<file path="config.mk">
export PLATFORM = sky130hd
export DESIGN_NAME = prg_rate_gen
export DESIGN_NICKNAME = d
export VERILOG_FILES = /design/src/rtl/prg_pkg.sv /design/src/rtl/prg_prescaler.sv /design/src/rtl/prg_rate_map.sv /design/src/rtl/prg_strobe_gen.sv /design/src/rtl/prg_rate_gen.sv
export SDC_FILE = /design/constraint.sdc
export NUM_CORES = 1
export LEC_CHECK = 0
export BUFFER_PORTS_ARGS = -buffer_cell sky130_fd_sc_hd__buf_2
export CAP_MARGIN = 10
export CORE_AREA = 2 2 65 67
export DETAILED_ROUTE_END_ITERATION = 10
export DIE_AREA = 0 0 67 69
export SYNTH_ARGS = -nofsm -noshare
export SYNTH_HDL_FRONTEND = slang
export SYNTH_SLANG_ARGS = --single-unit
</file>
<file path="constraint.sdc">
create_clock -name clk_i -period 2.36 [get_ports clk_i]
set_input_delay 0.118 -clock clk_i [delete_from_list [all_inputs] [get_ports clk_i]]
set_output_delay 0.118 -clock clk_i [all_outputs]
set_load 0.02 [all_outputs]
</file>
<file path="src/rtl/prg_pkg.sv">
package prg_pkg;
  localparam int unsigned CODE_W_P  = 4;
  localparam int unsigned REMAP_OFS = 7;   // codes 1/2 lifted by this amount
  localparam int unsigned REMAP_MAX = 2;

  // effective exponent of the period (period = 2**exp)
  function automatic logic [CODE_W_P-1:0] period_exp(input logic [CODE_W_P-1:0] code);
    logic [CODE_W_P-1:0] eff;
    if (code <= CODE_W_P'(REMAP_MAX)) eff = code + CODE_W_P'(REMAP_OFS);
    else                              eff = code;
    return eff - CODE_W_P'(1);
  endfunction

  typedef struct packed {
    logic evt;
    logic irq;
    logic sqw;
  } prg_strobe_t;
endpackage

</file>
<file path="src/rtl/prg_prescaler.sv">
module prg_prescaler #(
  parameter int unsigned CNT_W = 16
) (
  input  logic             clk_i,
  input  logic             rst_i,
  input  logic             tick_i,
  output logic [CNT_W-1:0] cnt_o,
  output logic [CNT_W-1:0] cnt_nxt_o
);
  logic [CNT_W-1:0] cnt_q;

  assign cnt_nxt_o = cnt_q + CNT_W'(1);
  assign cnt_o     = cnt_q;

  always_ff @(posedge clk_i) begin
    if (rst_i)       cnt_q <= '0;
    else if (tick_i) cnt_q <= cnt_nxt_o;
  end


  count_step_chk: assert property (@(posedge clk_i) disable iff (rst_i)
    tick_i |=> (cnt_q == $past(cnt_q) + CNT_W'(1)));


  count_hold_chk: assert property (@(posedge clk_i) disable iff (rst_i)
    !tick_i |=> $stable(cnt_q));
endmodule

</file>
<file path="src/rtl/prg_rate_map.sv">
module prg_rate_map
  import prg_pkg::*;
#(
  parameter int unsigned CNT_W  = 16,
  parameter int unsigned CODE_W = CODE_W_P
) (
  input  logic [CODE_W-1:0] rate_i,
  output logic              code_on_o,
  output logic [CNT_W-1:0]  mask_o
);
  logic [CODE_W_P-1:0] expo;

  assign expo      = period_exp(CODE_W_P'(rate_i));
  assign code_on_o = (rate_i != '0);

  // thermometer mask of the low (period-1) bits
  for (genvar i = 0; i < CNT_W; i++) begin : g_mask
    assign mask_o[i] = (i < int'(expo));
  end


  always_comb begin
    if (rate_i == CODE_W'(1)) remap_one_chk: assert (expo == CODE_W_P'(7));
  end
endmodule

</file>
<file path="src/rtl/prg_strobe_gen.sv">
module prg_strobe_gen
  import prg_pkg::*;
#(
  parameter int unsigned CNT_W = 16
) (
  input  logic             clk_i,
  input  logic             rst_i,
  input  logic             tick_i,
  input  logic             code_on_i,
  input  logic [CNT_W-1:0] mask_i,
  input  logic [CNT_W-1:0] cnt_nxt_i,
  input  logic             pie_i,
  input  logic             sqe_i,
  output prg_strobe_t      strb_o
);
  logic        aligned;
  logic        fire;
  prg_strobe_t strb_q;

  assign aligned = ((cnt_nxt_i & mask_i) == '0);
  assign fire    = tick_i && code_on_i && (pie_i || sqe_i) && aligned;

  always_ff @(posedge clk_i) begin
    if (rst_i) begin
      strb_q <= '0;
    end else begin
      strb_q.evt <= fire;
      strb_q.irq <= fire && pie_i;
      strb_q.sqw <= fire && sqe_i;
    end
  end

  assign strb_o = strb_q;


  off_code_quiet_chk: assert property (@(posedge clk_i) disable iff (rst_i)
    !code_on_i |=> !strb_q.evt);
endmodule

</file>
<file path="src/rtl/prg_rate_gen.sv">
module prg_rate_gen
  import prg_pkg::*;
#(
  parameter int unsigned CNT_W  = 16,
  parameter int unsigned CODE_W = CODE_W_P
) (
  input  logic              clk_i,
  input  logic              rst_i,
  input  logic              tick_i,
  input  logic [CODE_W-1:0] rate_i,
  input  logic              pie_i,
  input  logic              sqe_i,
  output logic              evt_o,
  output logic              irq_o,
  output logic              sqw_o
);
  logic [CNT_W-1:0] cnt;
  logic [CNT_W-1:0] cnt_nxt;
  logic [CNT_W-1:0] mask;
  logic             code_on;
  prg_strobe_t      strb;

  prg_prescaler #(.CNT_W(CNT_W)) u_pre (
    .clk_i(clk_i), .rst_i(rst_i), .tick_i(tick_i),
    .cnt_o(cnt), .cnt_nxt_o(cnt_nxt)
  );

  prg_rate_map #(.CNT_W(CNT_W), .CODE_W(CODE_W)) u_map (
    .rate_i(rate_i), .code_on_o(code_on), .mask_o(mask)
  );

  prg_strobe_gen #(.CNT_W(CNT_W)) u_gen (
    .clk_i(clk_i), .rst_i(rst_i), .tick_i(tick_i),
    .code_on_i(code_on), .mask_i(mask), .cnt_nxt_i(cnt_nxt),
    .pie_i(pie_i), .sqe_i(sqe_i), .strb_o(strb)
  );

  assign evt_o = strb.evt;
  assign irq_o = strb.irq;
  assign sqw_o = strb.sqw;


  irq_needs_evt_chk: assert property (@(posedge clk_i) disable iff (rst_i)
    irq_o |-> (evt_o && $past(pie_i)));


  sqw_needs_evt_chk: assert property (@(posedge clk_i) disable iff (rst_i)
    sqw_o |-> (evt_o && $past(sqe_i)));


  evt_single_chk: assert property (@(posedge clk_i) disable iff (rst_i)
    evt_o |=> !evt_o);


  evt_after_tick_chk: assert property (@(posedge clk_i) disable iff (rst_i)
    evt_o |-> $past(tick_i));


  evt_needs_enable_chk: assert property (@(posedge clk_i) disable iff (rst_i)
    evt_o |-> ($past(pie_i) || $past(sqe_i)));


  evt_aligned_chk: assert property (@(posedge clk_i) disable iff (rst_i)
    evt_o |-> ((cnt & $past(mask)) == '0));
endmodule

</file>
==> flow_metrics.env <==
export IMPL_number_of_global_route_vias_before_repair=1086
export IMPL_cts_hold_buffers_added=0
export IMPL_final_period_minus_worst_setup_slack_ns=2.114
export IMPL_post_synth_top_area_cell="sky130_fd_sc_hd__dfxtp_1"
export IMPL_io_pins=12
export IMPL_fin_skew_ns=0.0006213
export IMPL_floorplan_initialDensity_pct=33.86
export IMPL_drt_antenna_violating_nets=0
export IMPL_fin_tns_setup_ns=0
export IMPL_clock_latency_ns=0.26
export IMPL_crit_path_max_incr_delay_ns=0.27
export IMPL_cp_cell_sequence="buf_2 -> inv_1 -> ha_1 -> nand2b_1 -> nand2_1 -> xnor2_1 -> ha_1 -> inv_1 -> a211oi_1 -> o21ai_0 -> a211o_1 -> a21o_1 -> nor4b_1"
export IMPL_synth_top_cells_by_area="sky130_fd_sc_hd__dfxtp_1 27%, sky130_fd_sc_hd__xnor2_1 8.6%, sky130_fd_sc_hd__xor2_1 6.6%"
export IMPL_detail_route_wl_per_cell_um=12.41
export IMPL_initial_antenna_violation_count=0
export IMPL_n_fill_cell=421
export IMPL_tightest_slew_ns=0.3505
export IMPL_antenna_cells_inserted=0
export IMPL_yosys_register_bits=18
export IMPL_synth_area_um2=1325
export IMPL_post_route_period_util_pct=89.59
export IMPL_layout_drive_gt1_share_pct=14.53
export IMPL_final_critical_path_setup_slack_ns=0.2456
export IMPL_synth_largest_type_area_fraction_pct=27.20
export IMPL_clkSinkCount=18
export IMPL_chipWidth_um=67
export IMPL_slew_viol_final=0
export IMPL_worstSetupStartpoint="rate_i[0]"
export IMPL_die_area_um2=4623
export IMPL_synth_commonest_cells="20 x sky130_fd_sc_hd__nor2_1, 18 x sky130_fd_sc_hd__dfxtp_1, 13 x sky130_fd_sc_hd__xnor2_1"
export IMPL_die_height_um=69
export IMPL_worst_ir_drop_vdd_mv=0.1859
export IMPL_yosys_warnings=0
export IMPL_criticalPathCategory="primary input to flip-flop"
export IMPL_post_layout_cell_count=229
export IMPL_finish_net_count=195
export IMPL_seq_area_um2=360.3
export IMPL_syn_area_per_cell_um2=7.934
export IMPL_cts_htree_levels=1
export IMPL_setup_worst_path_start_class="primary input"
export IMPL_drt_pass1_iter_count=4
export IMPL_cts_buffer_depth=2
export IMPL_critical_path_data_required_time_ns=2.53
export IMPL_grt_setup_unrepaired="false"
export IMPL_yosys_most_used_dff="sky130_fd_sc_hd__dfxtp_1"
export IMPL_hold_path_startpoint="sqe_i"
export IMPL_post_dp_hpwl_um=2141
export IMPL_timing_rr_start="u_pre.cnt_o[0]$_SDFFE_PP0P_"
export IMPL_cts_tree="built"
export IMPL_max_slew_margin_pct=76.46
export IMPL_total_detailed_routing_wirelength_um=2841
export IMPL_placement_rows=23
export IMPL_area_growth_from_synthesis_to_final_layout_pct=12.37
export IMPL_place_port_buffers=11
export IMPL_hold_class="primary input to flip-flop"
export IMPL_cts_repair_timing_setup_buffer_count=0
export IMPL_worst_path_max_fanout=4
export IMPL_number_of_hold_violations_in_the_final_report=0
export IMPL_grt_first_pass_wirelength_um=5002
export IMPL_drv_cap=0
export IMPL_status="finished clean"
export IMPL_p_leak_nw=0.5668
export IMPL_synth_cell_types=39
export IMPL_fraction_of_registers_with_async_set_or_reset_after_synthesis_pct=0
export IMPL_cts_resized_gates=0
export IMPL_detailedRoute_firstIterationViolations=69
export IMPL_dp_worst_setup_slack_ns=0.02619
export IMPL_global_route_overflow_total=0
export IMPL_number_of_setup_violations_in_the_final_report=0
export IMPL_via_count=1179
export IMPL_synth_enable_flop_cells=0
export IMPL_combined_area_of_the_multi_input_logic_cells_um2=854.6
export IMPL_total_power_w=0.0006774
export IMPL_cts_root_buf="sky130_fd_sc_hd__clkbuf_8"
export IMPL_floorplan_core_area_um2=3914
export IMPL_worst_setup_path_end_kind="flip-flop"
export IMPL_grt_use_total_pct=13.66
export IMPL_grt_max_degree=17
export IMPL_post_syn_instances=167
export IMPL_numCtsBuffers=3
export IMPL_synth_most_common_cell="sky130_fd_sc_hd__nor2_1"
export IMPL_clk_transition_reported_paths_ns=0.07
export IMPL_power_per_cell_area_nw_per_um2=455.0
export IMPL_vias_per_cell=5.148
export IMPL_critPathArrivalTime_ns=2.28
export IMPL_mappedNetlistNets=182
export IMPL_gp_congestion=0.8301
export IMPL_synth_yosys_seq_area_share_pct=27.20
export IMPL_critical_path_slowest_cell="sky130_fd_sc_hd__nor4b_1"
export IMPL_place_inst=225
export IMPL_max_clock_freq_mhz=472.9
export IMPL_drcViolationCount=0
-- worst max-delay path: cells and delay by family --
family / cells / cell delay (ns)
AO/OA/AOI/OAI: 4 / 0.79
XOR/XNOR: 1 / 0.19
adder cells (fa/ha/maj): 2 / 0.43
buffers and inverters: 3 / 0.30
AND/OR/NAND/NOR: 3 / 0.46
-- cells by family after synthesis --
| logic type | Yosys count | share of synthesized area, % |
|---|---|---|
| flip-flops | 18 | 27.20 |
| AO/OA/AOI/OAI | 33 | 16.34 |
| adder cells (fa/ha/maj) | 6 | 5.666 |
| multiplexers | 1 | 0.7555 |
| AND/OR/NAND/NOR | 65 | 26.54 |
| XOR/XNOR | 23 | 15.20 |
| buffers and inverters | 21 | 8.309 |
-- power by group --
| group | internal [W] | switching (W) | total, W |
|---|---|---|---|
| Combinational | 0.0000461 | 0.0000572 | 0.000103 |
| Sequential | 0.000308 | 0.00000675 | 0.000315 |
| Clock | 0.000149 | 0.000110 | 0.000259 |
| Total | 0.000503 | 0.000174 | 0.000677 |
-- flip-flops by register name, summed over array words and instances (netlist names) --
register,cells
u_pre.cnt_o,15
u_gen.strb_o,3
-- path summary, 6_finish.rpt --
| kind | to | slack (ns) | cells after the start |
|---|---|---|---|
| max reg2reg | u_gen.strb_o[1]$_SDFF_PP0_ | 0.27 | 7 |
| max | u_gen.strb_o[1]$_SDFF_PP0_ | 0.25 | 13 |
| min | u_gen.strb_o[0]$_SDFF_PP0_ | 0.14 | 2 |
| min reg2reg | u_pre.cnt_o[13]$_SDFFE_PP0P_ | 0.54 | 2 |
-- per-layer routing --
layer	vias to the layer above	part of all wire (%)	track usage (%)
met2	23	43	19.69
met3	4	4.9	3.426
met5	-	0	0
met4	0	1.1	4.762
met1	538	51	19.48
li1	614	-	-
-- cell usage in the layout (no fill, tap or decap), drive strengths merged, types with 2 or more instances in the layout --
| cell | n |
|---|---|
| ha | 6 |
| buf | 20 |
| or3 | 2 |
| nand3 | 9 |
| nand2b | 2 |
| a21oi | 6 |
| xor2 | 10 |
| xnor2 | 13 |
| and4 | 2 |
| nor2 | 21 |
| nor3 | 6 |
| dfxtp | 18 |
| a31oi | 6 |
| o21ai | 8 |
| nor4b | 2 |
| clkbuf | 4 |
| nand2 | 8 |
| nand4 | 6 |
| inv | 9 |
| o21a | 2 |
| a211oi | 3 |
| nor4 | 3 |
-- cell type report --
| cell class | count | area share (%) |
|---|---|---|
| inverters | 9 | 2.269 |
| multi-input cells | 128 | 57.39 |
| well taps | 50 | 4.202 |
| flip-flops and latches | 18 | 24.20 |
| repair buffers | 20 | 8.235 |
| clock buffers | 4 | 3.697 |
-- metrics by stage --
stage	instance area [um^2]	hold slack [ns]	utilization (%)
final	1489	0.1403	38.04
after global routing	1489	0.1400	38.04
after floorplan	1325	0.2900	-
after detailed placement	1434	0.4106	36.64
after CTS	1489	0.1318	38.04
after global placement	1434	0.4132	36.64
(Power assumes the default switching activity.)
